**src/rtl/vlc_pkg.sv**
```systemverilog
package vlc_pkg;
    localparam int CH_W    = 10;
    localparam int N_CH    = 2;
    localparam int WORD_W  = CH_W * N_CH;
    localparam int CRC_W   = 18;
    localparam int CHK_W   = CRC_W / 2;
    localparam int XYZ_BIT = CH_W + 6;
    localparam logic [CRC_W-1:0] CRC_MASK = 18'h23000;

    typedef enum logic [2:0] {
        ST_BLANK,
        ST_ACTIVE,
        ST_LN0,
        ST_LN1,
        ST_CK0,
        ST_CK1
    } line_st_e;

    typedef struct packed {
        logic sav;
        logic eav;
    } trs_hit_t;

    function automatic logic [CRC_W-1:0] crc_step(
        input logic [CRC_W-1:0] c_in,
        input logic [CH_W-1:0]  d
    );
        logic [CRC_W-1:0] c;
        logic             f;
        c = c_in;
        for (int i = 0; i < CH_W; i++) begin
            f = d[i] ^ c[0];
            c = c >> 1;
            if (f) c = c ^ CRC_MASK;
        end
        return c;
    endfunction
endpackage

```
**src/rtl/vlc_line_ctrl.sv**
```systemverilog
module vlc_line_ctrl
    import vlc_pkg::*;
(
    input  logic     clk,
    input  logic     rst,
    input  logic     en,
    input  logic     vld,
    input  trs_hit_t hit,
    output line_st_e st,
    output logic     acc,
    output logic     clr,
    output logic     chk_lo,
    output logic     chk_hi
);
    line_st_e st_nx;

    always_comb begin
        st_nx = st;
        if (!en) begin
            st_nx = ST_BLANK;
        end else if (vld) begin
            if (hit.sav) begin
                st_nx = ST_ACTIVE;
            end else if (hit.eav) begin
                st_nx = (st == ST_ACTIVE) ? ST_LN0 : ST_BLANK;
            end else begin
                case (st)
                    ST_LN0:  st_nx = ST_LN1;
                    ST_LN1:  st_nx = ST_CK0;
                    ST_CK0:  st_nx = ST_CK1;
                    ST_CK1:  st_nx = ST_BLANK;
                    default: st_nx = st;
                endcase
            end
        end
    end

    always_ff @(posedge clk) begin
        if (rst) st <= ST_BLANK;
        else     st <= st_nx;
    end

    always_comb begin
        clr    = hit.sav;
        acc    = en && vld && !hit.sav &&
                 (st == ST_ACTIVE || st == ST_LN0 || st == ST_LN1);
        chk_lo = en && vld && (st == ST_CK0);
        chk_hi = en && vld && (st == ST_CK1);
    end

    AST_CK_DONE: assert property (@(posedge clk) disable iff (rst)
        (en && vld && st == ST_CK1 && !hit.sav) |=> (st == ST_BLANK)) else $error("ck1 exit");
    AST_OFF_IDLE: assert property (@(posedge clk) disable iff (rst)
        !en |=> (st == ST_BLANK)) else $error("not idle");
    AST_EAV_NO_START: assert property (@(posedge clk) disable iff (rst)
        (hit.eav && st != ST_ACTIVE) |=> (st == ST_BLANK)) else $error("orphan eav");
endmodule

```
**config.mk**
```make
export PLATFORM = sky130hd
export DESIGN_NAME = vlc_line_ctrl
export DESIGN_NICKNAME = d
export VERILOG_FILES = /design/src/rtl/vlc_pkg.sv /design/src/rtl/vlc_line_ctrl.sv
export SDC_FILE = /design/constraint.sdc
export NUM_CORES = 1
export LEC_CHECK = 0
export ABC_AREA = 1
export ABC_CLOCK_PERIOD_IN_PS = 2300
export CAP_MARGIN = 40
export CORE_AREA = 4 4 41 43
export CTS_BUF_LIST = sky130_fd_sc_hd__clkbuf_4 sky130_fd_sc_hd__clkbuf_8
export CTS_CLUSTER_DIAMETER = 120
export DETAILED_ROUTE_END_ITERATION = 10
export DIE_AREA = 0 0 45 47
export GPL_ROUTABILITY_DRIVEN = 0
export HOLD_SLACK_MARGIN = 0.02
export PLACE_DENSITY = 0.44
export SETUP_SLACK_MARGIN = 0.5
export SLEW_MARGIN = 20
export SYNTH_ARGS = -nofsm -noshare
export SYNTH_HDL_FRONTEND = slang
export SYNTH_SLANG_ARGS = --single-unit
```
**constraint.sdc**
```tcl
create_clock -name clk -period 2.3 [get_ports clk]
set_clock_uncertainty 0.05 [all_clocks]
set_input_delay 0.345 -clock clk [delete_from_list [all_inputs] [get_ports clk]]
set_output_delay 0.345 -clock clk [all_outputs]
set_load 0.02 [all_outputs]
```
==> out/metrics.yaml <==
cts.htree.levels: 1
final_instance_area_um2: 402.9
worstSetupEndpointType: "output pin"
syn-instance-count: 46
post_route_cells_drive_above_1_share: 0.2787
path_class: "in -> out"
initial_core_util: 0.1981
post_synth_instance_area_um2: 257.7
synth_edf_count: 0
die-area_um2: 2115
crit_path_buf_inv_count: 2
synth.lib_cells_used.distinct: 13
timing_hold_violations_final: 0
max_cap_violations: 0
post-dp-hpwl_um: 548.9
top_signal_layer_used: "met4"
most_frequently_used_flop_master_after_synthesis: "sky130_fd_sc_hd__dfxtp_1"
routedWlPerCell_um: 8.724
met3RoutedLength_um: 25
cts-hold-fix-buffers: 0
path_max_fanout: 3
die_w_um: 45
m1WireLength_um: 312
timing.final.setup_violations: 0
period_minus_slack_ns: 1.724
cp_arrival_ns: 1.33
cts_tree: "done"
layout.cells.non_filler: 76
cell_count_after_placement: 72
post-synth-top-count-cell: "sky130_fd_sc_hd__nor2_1"
synth.largest_area_cell: "sky130_fd_sc_hd__dfxtp_1"
postLayoutCoreUtil: 0.3096
cp-start-kind: "input port"
final_net_count: 68
core_area_um2: 1301
total_clock_buffers_created_by_cts: 3
post-route-drc-count: 0
detail_route.wirelength_um: 663
netlist_top_cells_area: "sky130_fd_sc_hd__dfxtp_1, sky130_fd_sc_hd__nor2_1, sky130_fd_sc_hd__nand2_1"
grt_setup_unrepaired: "no"
total_power_mw: 0.1992
globalRouteOverflowTotal: 0
grt_pass1_wl_mm: 1.193
ys_warns: 0
synthesis.nets: 52
placedInstanceArea_um2: 389.1
fin_crit_sh: 0.7498
critical_path_required_ns: 1.90
internal-power_mw: 0.1502
pwr-share-seq: 0.287
power.switching_mw: 0.04892
power.clock.fraction: 0.505
part_of_the_yosys_area_used_for_sequential_elements: 0.2330
standard_cell_row_count: 13
cellLeakagePower_nw: 0.1783
fmax_mhz: 579.9
cpPeakStageDelay_ns: 0.52
cpMaxStageDelayCell: "sky130_fd_sc_hd__clkdlybuf4s50_1"
clock_latency_ns: 0.23
critical_path.top_delay_family: "buffers and inverters"
syn_avg_cell_area_um2: 5.603
combPwrFrac: 0.208
detail_route.first_pass.iterations: 4
holdCritPathClass: "reg -> reg"
max-vdd-ir-drop_mv: 0.3827
largest_register: "st"
headroom_to_the_max_slew_limit: 0.8486
cts_root_buffer: "sky130_fd_sc_hd__clkbuf_4"
io_pins: 13
power.density_cell_area_nw_per_um2: 494.4
post_synth_most_frequent_cells: "sky130_fd_sc_hd__nor2_1, sky130_fd_sc_hd__nand2_1, sky130_fd_sc_hd__inv_1"
path_clk_slew_ns: 0.04
dr.first_iter.drc_count: 5
wl_met2_um: 313
grt.total_usage: 0.08294
asyncSetResetFlopFracSynth: 0
tightest_slew_ns: 0.2267
die_height_um: 47
clkSinkCount: 3
grt_antenna_before_repair: 0
top_regs: "st (3)"
setup-tns-final_ns: 0
power.share.switching: 0.2456
grt_start_max_net_pins: 7
path_cells: "clkdlybuf4s50_1, nand2_1, nor3_1, clkbuf_2"
area_overhead_vs_synth_pct: 56.31
antennaDiodeCount: 0
cts_max_path_buffers: 2
synth_top_area_frac: 0.2330
number_of_global_route_vias_before_repair: 307
timing_max_transition_violations_final: 0
postSynthRegisterBits: 3
viasPerCell: 3.934
buffer_ports.inserted: 12
largest_register_ff_count: 3
drt_antenna_net_count: 0
vias: 299
outcome: "finished, final reports clean"
[routing by layer]
layer  vias to the layer above  track usage
met3                         2      0.03065
met1                       120      0.09091
met4                         0      0.08772
met2                         5       0.1186
li1                        172            -
met5                         -            0
[worst register-to-register path: cells and delay by family, from the launching register on]
family,cells,cell delay [ns]
AND/OR/NAND/NOR,7,0.54
flip-flops,1,0.41
buffers and inverters,1,0.09
[final cells by class]
cell class	instances	area (um^2)
multi-input combinational	34	160.2
timing repair buffer	12	103.9
inverter	8	30.03
tap	15	18.77
fill	164	898.4
sequential	3	60.06
clock buffer	4	30.03
[power groups by stage]
stage	clock [mW]	combinational (mW)	sequential, mW
floorplan	0	0.0225	0.0596
global placement	0	0.0441	0.0581
detailed placement	0	0.0431	0.0579
CTS	0.106	0.0423	0.0572
global route	0.111	0.0466	0.0577
finish	0.101	0.0415	0.0572
[per-stage QoR]
stage                     setup slack (ns)  hold slack (ns)
final                               0.5756           0.5414
after global routing                0.5128           0.5962
after CTS                           0.4256           0.5495
after detailed placement            0.1252           0.5422
after global placement              0.1354           0.5472
after floorplan                     0.7969           0.4683
[logic make-up after synthesis]
group	count (synthesis)	synth area share
AO/OA/AOI/OAI	4	0.07767
buffers and inverters	9	0.1456
flip-flops	3	0.2330
AND/OR/NAND/NOR	30	0.5437
[worst paths after layout]
kind,end,startpoint,cells past startpoint,slack (ns)
worst max-delay path,chk_hi,vld,4,0.58
worst min register to register,st[0]$_SDFFE_PP0P_,st[0]$_SDFFE_PP0P_,2,0.54
worst max register to register,st[1]$_SDFFE_PP0P_,st[1]$_SDFFE_PP0P_,8,1.15
worst min-delay path,st[0]$_SDFFE_PP0P_,st[0]$_SDFFE_PP0P_,2,0.54
[what timing repair did]
| item | CTS | global route |
|---|---|---|
| buffers inserted | 0 | 0 |
| pin swaps | 0 | 0 |
| gates resized for setup | 10 | 3 |
| endpoints found under the setup margin | 4 | 2 |
| cloned | 0 | 0 |
[cells in the final DEF, fill, tap and decap left out, drive strengths merged]
cell type      Yosys  layout
inv                8       8
clkbuf             0       6
nand2             10      10
dfxtp              3       3
clkdlybuf4s50      0       8
dlygate4sd2        0       1
o21ai              4       4
nor2              14      14
nor3               3       3
nand3              3       3
buf                1       1
Note: power is estimated with default switching activity, not from simulation.
